<file path="src/rtl/bcr_pkg.sv">
package bcr_pkg;

  typedef enum logic [1:0] {
    MODE_ACQ  = 2'd0,
    MODE_MED  = 2'd1,
    MODE_NAR  = 2'd2,
    MODE_HOLD = 2'd3
  } bcr_mode_e;

  // signed phase error of a counter value: early half positive, late half negative
  function automatic int fold_phase(int cnt, int ticks);
    return (cnt < ticks / 2) ? cnt : cnt - ticks;
  endfunction

  function automatic int clamp_mag(int v, int lim);
    if (v > lim) return lim;
    if (v < -lim) return -lim;
    return v;
  endfunction

  // arithmetic shift rounds toward minus infinity
  function automatic int half_floor(int v);
    return v >>> 1;
  endfunction

  function automatic int abs_i(int v);
    return (v < 0) ? -v : v;
  endfunction

endpackage

</file>
<file path="src/rtl/bcr_xing_det.sv">
module bcr_xing_det (
  input  logic clk_i,
  input  logic rst_i,
  input  logic os_en_i,
  input  logic din_i,
  output logic xing_o
);
  logic din_q;

  always_ff @(posedge clk_i) begin
    if (rst_i)        din_q <= 1'b0;
    else if (os_en_i) din_q <= din_i;
  end

  assign xing_o = os_en_i && (din_i != din_q);
endmodule

</file>
<file path="src/rtl/bcr_mode_ctrl.sv">
module bcr_mode_ctrl
  import bcr_pkg::*;
#(
  parameter int MED_BITS = 30,
  localparam int TMR_W = $clog2(MED_BITS + 1)
) (
  input  logic             clk_i,
  input  logic             rst_i,
  input  logic             acq_i,
  input  logic             track_i,
  input  logic             sample_ev_i,
  output logic [TMR_W-1:0] tmr_o,
  output bcr_mode_e        mode_o
);
  logic [TMR_W-1:0] tmr;
  logic             tmr_sat;

  assign tmr_sat = (tmr >= TMR_W'(MED_BITS));

  always_ff @(posedge clk_i) begin
    if (rst_i)                        tmr <= '0;
    else if (acq_i)                   tmr <= '0;
    else if (sample_ev_i && !tmr_sat) tmr <= tmr + TMR_W'(1);
  end

  always_comb begin
    if (acq_i)         mode_o = MODE_ACQ;
    else if (!track_i) mode_o = MODE_HOLD;
    else if (!tmr_sat) mode_o = MODE_MED;
    else               mode_o = MODE_NAR;
  end

  assign tmr_o = tmr;
endmodule

</file>
<file path="src/rtl/bcr_phase_loop.sv">
module bcr_phase_loop
  import bcr_pkg::*;
#(
  parameter int OS_TICKS = 64,
  parameter int MED_LIM  = 4,
  parameter int NAR_LIM  = 1,
  localparam int CNT_W = $clog2(OS_TICKS),
  localparam int ERR_W = CNT_W + 2
) (
  input  logic                    clk_i,
  input  logic                    rst_i,
  input  logic                    os_en_i,
  input  logic                    xing_i,
  input  bcr_mode_e               mode_i,
  output logic [CNT_W-1:0]        cnt_o,
  output logic signed [ERR_W-1:0] err_o,
  output logic signed [ERR_W-1:0] adj_o,
  output logic                    pair_done_o
);
  logic [CNT_W-1:0]        cnt;
  logic                    armed;
  logic signed [ERR_W-1:0] err1;
  int                      pair_sum;
  int                      adj_i;

  assign err_o       = ERR_W'(fold_phase(int'(cnt), OS_TICKS));
  assign pair_sum    = int'(err1) + int'(err_o);
  assign pair_done_o = xing_i && armed && (mode_i != MODE_HOLD);

  always_comb begin
    adj_i = 0;
    if (pair_done_o) begin
      case (mode_i)
        MODE_ACQ: adj_i = half_floor(pair_sum);
        MODE_MED: adj_i = clamp_mag(pair_sum, MED_LIM);
        MODE_NAR: adj_i = clamp_mag(pair_sum, NAR_LIM);
        default:  adj_i = 0;
      endcase
    end
  end
  assign adj_o = ERR_W'(adj_i);

  always_ff @(posedge clk_i) begin
    if (rst_i) begin
      armed <= 1'b0;
      err1  <= '0;
    end else if (mode_i == MODE_HOLD) begin
      armed <= 1'b0;
    end else if (xing_i) begin
      armed <= !armed;
      if (!armed) err1 <= err_o;
    end
  end

  always_ff @(posedge clk_i) begin
    if (rst_i)        cnt <= '0;
    else if (os_en_i) cnt <= CNT_W'(int'(cnt) + 1 - int'(adj_o));
  end

  assign cnt_o = cnt;
endmodule

</file>
<file path="src/rtl/bit_clock_recovery.sv">
module bit_clock_recovery
  import bcr_pkg::*;
#(
  parameter int OS_TICKS = 64,
  parameter int MED_BITS = 30,
  parameter int MED_LIM  = 4,
  parameter int NAR_LIM  = 1,
  parameter int GOOD_TOL = 8
) (
  input  logic clk_i,
  input  logic rst_i,
  input  logic os_en_i,
  input  logic din_i,
  input  logic acq_i,
  input  logic track_i,
  output logic rclk_o,
  output logic rdata_o,
  output logic qual_good_o,
  output logic qual_stb_o
);
  localparam int CNT_W = $clog2(OS_TICKS);
  localparam int ERR_W = CNT_W + 2;
  localparam int HALF  = OS_TICKS / 2;
  localparam int TMR_W = $clog2(MED_BITS + 1);

  logic                    xing;
  logic                    sample_ev;
  logic                    pair_done;
  logic [TMR_W-1:0]        tmr;
  logic [CNT_W-1:0]        cnt;
  logic signed [ERR_W-1:0] xing_err;
  logic signed [ERR_W-1:0] adj;
  bcr_mode_e               mode;

  bcr_xing_det u_xing (
    .clk_i   (clk_i),
    .rst_i   (rst_i),
    .os_en_i (os_en_i),
    .din_i   (din_i),
    .xing_o  (xing)
  );

  bcr_mode_ctrl #(.MED_BITS(MED_BITS)) u_mode (
    .clk_i       (clk_i),
    .rst_i       (rst_i),
    .acq_i       (acq_i),
    .track_i     (track_i),
    .sample_ev_i (sample_ev),
    .tmr_o       (tmr),
    .mode_o      (mode)
  );

  bcr_phase_loop #(
    .OS_TICKS (OS_TICKS),
    .MED_LIM  (MED_LIM),
    .NAR_LIM  (NAR_LIM)
  ) u_loop (
    .clk_i       (clk_i),
    .rst_i       (rst_i),
    .os_en_i     (os_en_i),
    .xing_i      (xing),
    .mode_i      (mode),
    .cnt_o       (cnt),
    .err_o       (xing_err),
    .adj_o       (adj),
    .pair_done_o (pair_done)
  );

  assign sample_ev = os_en_i && (cnt == CNT_W'(HALF));
  assign rclk_o    = (cnt >= CNT_W'(HALF));

  always_ff @(posedge clk_i) begin
    if (rst_i) begin
      rdata_o     <= 1'b0;
      qual_good_o <= 1'b0;
      qual_stb_o  <= 1'b0;
    end else begin
      qual_stb_o <= xing;
      if (sample_ev) rdata_o <= din_i;
      if (xing) qual_good_o <= (abs_i(int'(xing_err)) <= GOOD_TOL);
    end
  end
endmodule

</file>
<file path="config.mk">
export PLATFORM = sky130hd
export DESIGN_NAME = bit_clock_recovery
export DESIGN_NICKNAME = d
export VERILOG_FILES = /design/src/rtl/bcr_pkg.sv /design/src/rtl/bcr_xing_det.sv /design/src/rtl/bcr_mode_ctrl.sv /design/src/rtl/bcr_phase_loop.sv /design/src/rtl/bit_clock_recovery.sv
export SDC_FILE = /design/constraint.sdc
export NUM_CORES = 1
export LEC_CHECK = 0
export ABC_AREA = 1
export BUFFER_PORTS_ARGS = -buffer_cell sky130_fd_sc_hd__buf_2
export CORE_MARGIN = 4
export CORE_UTILIZATION = 60
export CTS_BUF_LIST = sky130_fd_sc_hd__clkbuf_16
export DETAILED_ROUTE_END_ITERATION = 7
export PLACE_DENSITY = 0.79
export SLEW_MARGIN = 0
export SYNTH_ARGS = -nofsm -noshare
export SYNTH_HDL_FRONTEND = slang
export SYNTH_SLANG_ARGS = --single-unit
</file>
<file path="constraint.sdc">
create_clock -name clk_i -period 7.6 [get_ports clk_i]
set_input_delay 1.14 -clock clk_i [delete_from_list [all_inputs] [get_ports clk_i]]
set_output_delay 1.14 -clock clk_i [all_outputs]
set_load 0.02 [all_outputs]
</file>
---- After elaboration in Yosys (flattened, before gate mapping) ----
Cells that the tools add are included.
cells by class
  bitwise gates (word level) .............. 2
  multiply operators ...................... 0
  shift-type cells ........................ 0
  $add $sub $neg .......................... 6
  divide/modulo/power cells ............... 0
  order comparisons ....................... 9
  eq/ne operators ......................... 6
  reductions and logical operators ........ 11
  muxes and demuxes ....................... 29
operator list
  cell                                                                           count
  6-bit 2-to-1 mux                                                               7
  32-bit by 5-bit <= comparator with 1-bit output (second input constant)        1
  32-bit 2-to-1 mux                                                              1
  8-bit negation with 32-bit output                                              1
  6-bit case mux with 3 select lines                                             1
  1-bit 2-to-1 mux                                                               15
  8-bit by 8-bit adder with 9-bit output                                         1
  9-bit by 2-bit > comparator with 1-bit output (second input constant)          1
  9-bit by 4-bit > comparator with 1-bit output (second input constant)          1
  9-bit by 1-bit less-than comparator with 1-bit output (second input constant)  1
  9-bit by 3-bit less-than comparator with 1-bit output (second input constant)  1
  8-bit by 1-bit less-than comparator with 1-bit output (second input constant)  1
  8-bit 2-to-1 mux                                                               1
  6-bit by 7-bit subtractor with 8-bit output (second input constant)            1
  6-bit by 1-bit adder with 6-bit output (second input constant)                 1
  6-bit equality test (second input constant)                                    1
  6-bit greater-or-equal comparator (second input constant)                      1
  6-bit less-than comparator (second input constant)                             1
  2-bit 2-to-1 mux                                                               3
  6-bit subtractor                                                               1
  5-bit by 1-bit adder with 5-bit output (second input constant)                 1
  5-bit greater-or-equal comparator (second input constant)                      1
  1-bit logical AND                                                              5
  2-bit equality test (second input constant)                                    2
  9 further kinds                                                                12
storage, ports and cells
  memories kept ........................... 0
  logic and storage cells ................. 71
  memory bits (writable) .................. 0
  input bits .............................. 6
  output and inout bits ................... 4
  flip-flop bits (word level) ............. 24
  latch bits .............................. 0
  bits in read-only memories .............. 0

---- Depth between registers and ports, before layout ----
Gate-level depths: netlist (run 1).
  word-level depth ........................ 15
  mapped depth ............................ 23
  gate-level depth less buffers ........... 23

---- Hierarchy ----
Synthesis (run 1) repeated with hierarchy kept, for this count alone.
unflattened totals
  cell total of the unflattened synthesis .. 307
  area, all modules ....................... 1,979.4 um2
by module, submodules not included
  module              cells an instance  seq. area each (um2)  instances  area each (um2)
  bcr_phase_loop      200                260.2                 1          1,325.0
  bcr_mode_ctrl       45                 100.1                 1          307.8
  bit_clock_recovery  51                 60.1                  1          286.5
  bcr_xing_det        11                 20.0                  1          60.1

---- Worst setup path before layout (run 1) ----
No wires, ideal clock.
  kind .................................... input to register
  from .................................... in acq_i
  to ...................................... reg u_loop.cnt[5] (netlist: u_loop.cnt_o[5])
  setup time .............................. 109 ps
  data arrival time ....................... 3,361 ps
  cell stages on the path ................. 18
  buffers on the path ..................... 1
  setup slack ............................. 4,130 ps
  path through ............................ buf_2 nor2_1 inv_1 nand2_1 nor2_1 inv_1 a21oi_1 ha_1 inv_1 ha_1 inv_1 fa_1 o21ai_0 xor2_1 xor2_1 nand2_1 nand2_1 inv_1
on the way
  word-level cells in the longest chain between the ends .. 5
ends and longest elaborated chain
  what                                                                            line                                        source
  start, declared                                                                 bit_clock_recovery.sv:14                    input logic acq_i,
  2-bit 2-to-1 mux (*)                                                            bcr_mode_ctrl.sv:27                         if (acq_i) mode_o = MODE_ACQ;
  2-bit equality test, or another cell as far along                               --
  6-bit case mux with 3 select lines / 1-bit logical AND (equally long branches)  bcr_phase_loop.sv:33, bcr_phase_loop.sv:28
  6-bit 2-to-1 mux (*)                                                            bcr_phase_loop.sv:32                        if (pair_done_o) begin
  6-bit subtractor (*)                                                            bcr_phase_loop.sv:57                        else if (os_en_i) cnt <= CNT_W'(int'(cnt) + 1 - int'(adj_o));
  end signal, assigned                                                            bcr_phase_loop.sv:57
  end, declared                                                                   bcr_phase_loop.sv:20                        logic [CNT_W-1:0] cnt;
Mark *: on every way between the ends. The rest lies on a longest branch, timed or not.
A chain may end at the register's enable or synchronous reset.

---- Worst setup path after layout (run 1) ----
  from .................................... reg u_loop.cnt[0] (netlist: u_loop.cnt_o[0])
  to ...................................... reg u_loop.cnt[5] (netlist: u_loop.cnt_o[5])
on the way
  word-level cells in the longest chain between the ends .. 13
ends and longest elaborated chain
  what                                                                                                                                   line                  source
  6-bit by 7-bit subtractor with 8-bit output / 6-bit less-than comparator (equally long branches)                                       bcr_pkg.sv:12         return (cnt < ticks / 2) ? cnt : cnt - ticks;
  8-bit 2-to-1 mux                                                                                                                       bcr_pkg.sv:12
  8-bit by 8-bit adder with 9-bit output                                                                                                 bcr_phase_loop.sv:27  assign pair_sum = int'(err1) + int'(err_o);
  9-bit by 1-bit less-than comparator with 1-bit output / 9-bit by 3-bit less-than comparator with 1-bit output (equally long branches)  bcr_pkg.sv:17         if (v < -lim) return -lim;
  1-bit 2-to-1 mux (2 in series)                                                                                                         bcr_pkg.sv:17
  1-bit 2-to-1 mux                                                                                                                       bcr_phase_loop.sv:33  case (mode_i)
  1-bit 2-to-1 mux                                                                                                                       bcr_phase_loop.sv:32
  6-bit 2-to-1 mux                                                                                                                       bcr_pkg.sv:18         return v;
  6-bit 2-to-1 mux                                                                                                                       bcr_pkg.sv:17
  6-bit case mux with 3 select lines                                                                                                     bcr_phase_loop.sv:33
  6-bit 2-to-1 mux                                                                                                                       bcr_phase_loop.sv:32
  6-bit subtractor (*)                                                                                                                   bcr_phase_loop.sv:57
Mark *: on every way between the ends. The rest lies on a longest branch, timed or not. The select of a mux whose other input is x is not followed.

==> results of run 1 <==
## layer usage
layer / vias to the layer above / global-route usage, %
li1: 831 / -
met2: 45 / 36.86
met3: 16 / 3.774
met4: 0 / 10.84
met1: 726 / 32.01
met5: - / 0
## cells in the mapped netlist (2+ instances only)
| cell type | count | area, µm² |
|---|---|---|
| nand4_1 | 4 | 25.02 |
| xnor2_1 | 3 | 26.28 |
| nor3_1 | 7 | 35.03 |
| inv_2 | 4 | 15.01 |
| inv_1 | 35 | 131.4 |
| fa_1 | 2 | 40.04 |
| a21oi_1 | 28 | 140.1 |
| ha_1 | 18 | 225.2 |
| nand2_2 | 2 | 12.51 |
| o21ai_2 | 2 | 17.52 |
| o211ai_1 | 2 | 15.01 |
| nand3_1 | 19 | 95.09 |
| clkbuf_1 | 2 | 7.510 |
| o21ai_0 | 23 | 115.1 |
| dfxtp_1 | 22 | 440.4 |
| buf_2 | 2 | 10.01 |
| nand2_1 | 40 | 150.1 |
| nor2_1 | 17 | 63.81 |
| xor2_1 | 4 | 35.03 |
## power groups by stage
stage | Sequential [W] | Clock [W] | Combinational, W
6_report | 0.000135 | 0.000149 | 0.000123
5_1_grt | 0.000136 | 0.000153 | 0.000141
4_1_cts | 0.000135 | 0.000149 | 0.000122
3_5_place_dp | 0.000137 | 0 | 0.000120
3_3_place_gp | 0.000137 | 0 | 0.000119
2_1_floorplan | 0.000135 | 0 | 0.0000957
## final timing paths
| check | depth (start not counted) | endpoint | slack (ns) |
|---|---|---|---|
| max | 22 | u_loop.cnt_o[5] | 3.89 |
| min | 2 | u_mode.tmr_o[4] | 0.48 |
| max reg2reg | 22 | u_loop.cnt_o[5] | 3.89 |
| min reg2reg | 2 | u_mode.tmr_o[4] | 0.48 |
## stage by stage
step / util (%) / hold WS [ns] / power [W] / cell area (µm²)
after floorplan: - / 0.4514 / 0.0002307 / 1692
after global placement: 67.39 / 0.4637 / 0.0002557 / 1745
after detailed placement: 67.39 / 0.4699 / 0.0002575 / 1745
after CTS: 71.45 / 0.4783 / 0.0004058 / 1851
after global routing: 71.45 / 0.5031 / 0.0004300 / 1851
final: 71.45 / 0.4825 / 0.0004065 / 1851
## cells by family (layout without fill, tap and decap cells)
| family | after synthesis | count (layout) | share of synthesized area [%] |
|---|---|---|---|
| buffers and inverters | 44 | 52 | 10.36 |
| and+or+nand+nor | 93 | 93 | 25.66 |
| adders and majority gates | 20 | 20 | 15.68 |
| xor gates and xnor gates | 7 | 7 | 3.624 |
| AOI/OAI and AO/OA | 59 | 59 | 18.64 |
| DFF | 22 | 22 | 26.04 |
## sequential cells by signal (all words and copies together), names as in the netlist
signal / flops
qual_good_o: 1
qual_stb_o: 1
rdata_o: 1
u_loop.armed: 1
u_loop.cnt_o: 6
u_loop.err1: 6
u_mode.tmr_o: 5
u_xing.din_q: 1
## area by class of cell
cell class              count  area share (%)
well taps                  30           2.028
flip-flops and latches     22           23.80
repair buffers              9           2.434
clock inverters             1           1.623
inverters                  39           7.911
multi-input cells         179           58.15
clock buffers               3           4.057
## worst register-to-register path, cell delays in order, from the launching register on
cell and delay (ns):
dfxtp_1 0.35, ha_1 0.26, fa_1 0.42, nand3_2 0.10
nand3_1 0.10, nand2_1 0.09, nand2_1 0.06, nor2_1 0.15
nand4_1 0.10, nand2_1 0.09, nand3_1 0.10, a21oi_1 0.16
ha_1 0.24, inv_1 0.06, ha_1 0.14, inv_1 0.06
fa_1 0.40, o21ai_0 0.22, xor2_1 0.19, xor2_1 0.16
nand2_1 0.06, nand2_1 0.05, inv_1 0.03
## cell usage in the layout (no fill, tap or decap), drive strengths merged
cell    Yosys  layout
nand2      42      42
inv        39      39
a21oi      28      28
o21ai      26      26
dfxtp      22      22
nand3      20      20
ha         18      18
nor2       18      18
buf         3       9
nor3        8       8
xor2        4       4
nand4       4       4
xnor2       3       3
clkbuf      2       3
o211ai      2       2
fa          2       2
o21a        1       1
a21boi      1       1
nor4        1       1
a211oi      1       1
bufinv      0       1
==> results.txt, run 1 <==
placed wire-length estimate - 3009 µm
CP arrival - 3.87 ns
gp weighted congestion - 0.8641
gr usage total - 23.65%
Largest delay share family, worst path - adder cells
Worst Tran Pin Value - 0.6482 ns
WP data required - 7.76 ns
ys flop type - dfxtp_1
Net Sw Frac - 32.51%
r2r startpoint - u_loop.cnt_o[0]
P_leak - 0.8571 nW
remaining global-route overflow - 0
Port-buffer cells - 9
pre-CTS WS - 3.764 ns
H-tree depth - 1
multi-input logic area - 1076 µm²
placed cell count - 279
Pre-Repair DR Iteration Count - 5
Final ANT Viol Nets - 0
Int Pwr - 0.0002744 W
CTS clk-pin slew, worst paths - 0.06 ns
min-delay worst type - reg -> reg
highest routed layer - met4
Cell Count, Final, Fillers Out - 283
crit path launch - u_loop.cnt_o[0]
layout cells sized above 1 - 9.881%
Setup CP Type - reg -> reg
sequential area share after synthesis - 26.04%
WL final - 3834 µm
final worst-path cycle share - 48.82%
final setup TNS - 0 ns
Die X - 61.10 µm
Post-Synthesis Mean Instance Area - 6.905 µm²
Ports - 10
clock share of power - 36.6%
CTS Buffer Depth - 2
# diodes - 0
vias in the first global route - 1,501
max_slew headroom - 56.55%
PD cells - 219.7 nW/µm²
Sw Pwr - 0.0001322 W
Post-synth EDFFs - 0
Initial Utilization - 65.31%
average wire per standard cell - 13.55 µm
power share of the combinational group - 30.2%
Fin. Hold Viols - 0
Syn Inst Count - 245
Final Net Count - 280
WL met3 - 166 µm
Starting DRT DRC Count - 130
CP Capture Type - register
outcome - completed
clk root buf - clkbuf_16
crit-path max FO - 4
hold path startpoint - u_mode.tmr_o[4]
Max IR drop VDD - 0.2264 mV
DRT met1 WL - 1863 µm
async set-reset flop share out of synthesis - 0%
post-CTS sizing - 0
residual DRC count - 0
Clock Sink Count - 22
crit-path cells - ha_1, fa_1, nand3_2, nand3_1, nand2_1, nand2_1, nor2_1, nand4_1, nand2_1, nand3_1, a21oi_1, ha_1, inv_1, ha_1, inv_1, fa_1, o21ai_0, xor2_1, xor2_1, nand2_1, nand2_1, inv_1
crit-path max cell delay - 0.42 ns
# rows - 18
post-route setup slack - 3.890 ns
post-synth cell types - 28
Synth warnings - 0
mapped cell area - 1692 µm²
Mapped Nets - 271
RSZ-0062 raised after global routing - no
Top cell by count, worst path - nand2_1
Final min period - 3.710 ns
fillers - 212
f_max - 269.5 MHz
Area Overhead vs Synth - 9.393%
first-pass GRT wire length - 6561 µm
CTS tree - yes
largest net degree at the start of global routing - 14
post-CTS setup buffer count - 0
critical path launch point type - register
Clock Latency Late Sink - 0.26 ns
register share of total power - 33.3%
Reg area - 440.4 µm²
flop and latch count out of synthesis - 22
Max-Cap Viols - 0
Final Skew - 0.003160 ns
Setup Viol. Count Final - 0
WL met2 - 1668 µm
hold_buf cts - 0
die area - 3733 µm²
Vias - 1,618
Slew Viols, Final - 0
Core ar. - 2590 µm²
Buffers & Inverters on Critical Path - 3
initial antenna violation count - 0
die height - 61.10 µm
CTS buffer count - 3
slowest CP cell - fa_1
via/cell ratio - 5.717
Power figures use the tool's default switching activity.
==> run 2: changes to the inputs <==
==> constraint.sdc (replaced) <==
create_clock -name clk_i -period 3.89 [get_ports clk_i]
set_input_delay 0.5835 -clock clk_i [delete_from_list [all_inputs] [get_ports clk_i]]
set_output_delay 0.5835 -clock clk_i [all_outputs]
set_load 0.02 [all_outputs]
==> results.txt, run 2 (same netlist as run 1, synthesis figures left out) <==
outcome - completed
r2r worst-path depth - 21 (-4.5%)
RSZ-0062 raised after global routing - no
power share of the combinational group - 31.7% (+1.5 points)
CTS Buffer Depth - 2 (unchanged)
PD cells - 427.2 nW/µm² (+94%)
Area Overhead vs Synth - 10.65%
dpl cell area - 1760 µm² (+0.86%)
crit-path cells - ha_1, fa_2, nand3_2, nand3_1, nand2_1, nand2_1, o21ai_1, nand2_1, o21a_1, a21oi_1, ha_1, inv_1, ha_1, inv_1, fa_1, o21ai_1, xor2_1, xor2_1, nand2_1, nand2_1, inv_1
gr usage total - 22.94% (-0.71 points)
crit-path max cell delay - 0.39 ns (-0.03 ns)
Setup CP Type - reg -> reg
placed wire-length estimate - 3009 µm (about the same)
Final ANT Viol Nets - 0 (unchanged)
reg-to-reg endpoint - u_loop.cnt_o[5]
f_max - 283.2 MHz (+5.1%)
Buffers & Inverters on Critical Path - 3 (unchanged)
placed cell count - 281 (+0.72%)
# diodes - 0 (unchanged)
Pre-Repair DR Iteration Count - 4 (-1)
residual DRC count - 0 (unchanged)
Initial Utilization - 65.31% (unchanged)
max_slew headroom - 57.11% (+0.55 points)
final worst-path cycle share - 90.78% (+42 points)
Final Skew - 0.003047 ns (-0.0001132 ns)
Int Pwr - 0.0005418 W (+97%)
register share of total power - 32.3% (-1.0 points)
remaining global-route overflow - 0 (unchanged)
Ports - 10 (unchanged)
Clock Sink Count - 22 (unchanged)
Net Sw Frac - 32.24% (-0.27 points)
critical path launch point type - register
CTS clk-pin slew, worst paths - 0.06 ns (about the same)
slowest CP cell - fa_1
Clock Latency Late Sink - 0.25 ns (about the same)
Fin. Hold Viols - 0 (unchanged)
cell count of the worst hold path - 2 (unchanged)
FF-to-FF setup slack - 0.36 ns (-3.53 ns)
largest net degree at the start of global routing - 14 (unchanged)
die height - 61.10 µm (unchanged)
hold path startpoint - qual_good_o
Final Net Count - 282 (+0.71%)
Sw Pwr - 0.0002578 W (+95%)
P_leak - 0.8662 nW (+1.1%)
WP data required - 4.05 ns (-3.71 ns)
# rows - 18 (unchanged)
die area - 3733 µm² (unchanged)
Core ar. - 2590 µm² (unchanged)
final setup TNS - 0 ns (unchanged)
gp weighted congestion - 0.8963 (+3.7%)
most frequent cells in the layout - nand2_1 (40), inv_1 (35), a21oi_1 (27)
H-tree depth - 1 (unchanged)
clock share of power - 35.9% (-0.7 points)
min-delay worst type - reg -> reg
CTS buffer count - 3 (unchanged)
clk root buf - clkbuf_16
Slew Viols, Final - 0 (unchanged)
Die X - 61.10 µm (unchanged)
Top cell by count, worst path - nand2_1
Cell Count, Final, Fillers Out - 285 (+0.71%)
Largest delay share family, worst path - adder cells
via/cell ratio - 5.421 (-5.2%)
Vias - 1,545 (-4.5%)
Worst Tran Pin Value - 0.6399 ns (-0.008228 ns)
CP arrival - 3.69 ns (-0.18 ns)
CP Capture Type - register
hold_buf cts - 0 (unchanged)
average wire per standard cell - 13.15 µm (-2.9%)
Max IR drop VDD - 0.3415 mV (+51%)
WL final - 3749 µm (-2.2%)
layout cells sized above 1 - 11.37% (+1.5 points)
Starting DRT DRC Count - 96 (-26%)
CTS tree - yes
r2r startpoint - u_loop.cnt_o[0]
Min-Delay Endpoint - qual_good_o
Port-buffer cells - 9 (unchanged)
Layout Cell Area excl Fill - 1872 µm² (+1.1%)
Final min period - 3.531 ns (-0.1789 ns)
first-pass GRT wire length - 6334 µm (-3.5%)
vias in the first global route - 1,460 (-2.7%)
initial antenna violation count - 0 (unchanged)
Max-Cap Viols - 0 (unchanged)
commonest non-fill, non-tap cell in the layout - nand2_1
crit-path max FO - 4 (unchanged)
post-layout util - 72.27% (+0.82 points)
Setup Viol. Count Final - 0 (unchanged)
==> run 2: worst max path at each step <==
stage | startpoint | to | slack, ns | cells past startpoint
3_5_place_dp | u_loop.cnt_o[0] | u_loop.cnt_o[5] | 0.28 | 22
3_3_place_gp | u_loop.cnt_o[0] | u_loop.cnt_o[5] | 0.35 | 22
5_1_grt | u_loop.cnt_o[0] | u_loop.cnt_o[5] | 0.03 | 21
6_report | u_loop.cnt_o[0] | u_loop.cnt_o[5] | 0.36 | 21
2_1_floorplan | u_loop.cnt_o[0] | u_loop.cnt_o[5] | 0.54 | 22
4_1_cts | u_loop.cnt_o[0] | u_loop.cnt_o[5] | 0.25 | 22
==> run 2: worst reg2reg max path: cells and delay by family, from the launching register on <==
kind            cells  cell delay (ns)
xor+xnor            2             0.34
compound gates      4             0.61
buf+inv             3             0.15
flops               1             0.34
simple gates        7             0.63
fa+ha+maj           5             1.38
==> run 2: final cells by class <==
class,instances,area (µm²)
clock inverters,1,30.03
well taps,30,37.54
multi-input cells,179,1082
clock buffers,3,75.07
flip-flops and latches,22,440.4
repair buffers,11,60.06
inverters,39,146.4
fillers,209,718.2
==> run 2: repair_timing <==
item	4_1_cts	5_1_grt
buffers inserted	0	0
resized for setup	0	3
setup endpoints to repair	0	1
==> run 2: stage by stage <==
step / setup WS (ns) / hold slack [ns] / total power (W)
2_1_floorplan: 0.5364 / 0.4514 / 0.0004508
4_1_cts: 0.2518 / 0.4783 / 0.0007981
5_1_grt: 0.02791 / 0.5113 / 0.0008545
3_3_place_gp: 0.3499 / 0.4679 / 0.0005084
6_report: 0.3587 / 0.4757 / 0.0007996
3_5_place_dp: 0.2759 / 0.4689 / 0.0005087
==> run 2: power by group through the flow <==
stage,clock [W],sequential (W),combinational (W)
2_1_floorplan,0,0.000264,0.000187
3_3_place_gp,0,0.000263,0.000245
3_5_place_dp,0,0.000263,0.000246
4_1_cts,0.000291,0.000258,0.000248
5_1_grt,0.000303,0.000261,0.000291
6_report,0.000287,0.000259,0.000254
==> run 2: per-layer routing <==
metal | part of all wire, % | track usage [%] | up-vias
met5 | 0 | 0 | -
li1 | - | - | 837
met3 | 4.1 | 3.774 | 9
met1 | 50 | 32.26 | 666
met4 | 2.3 | 8.978 | 0
met2 | 44 | 35.05 | 33
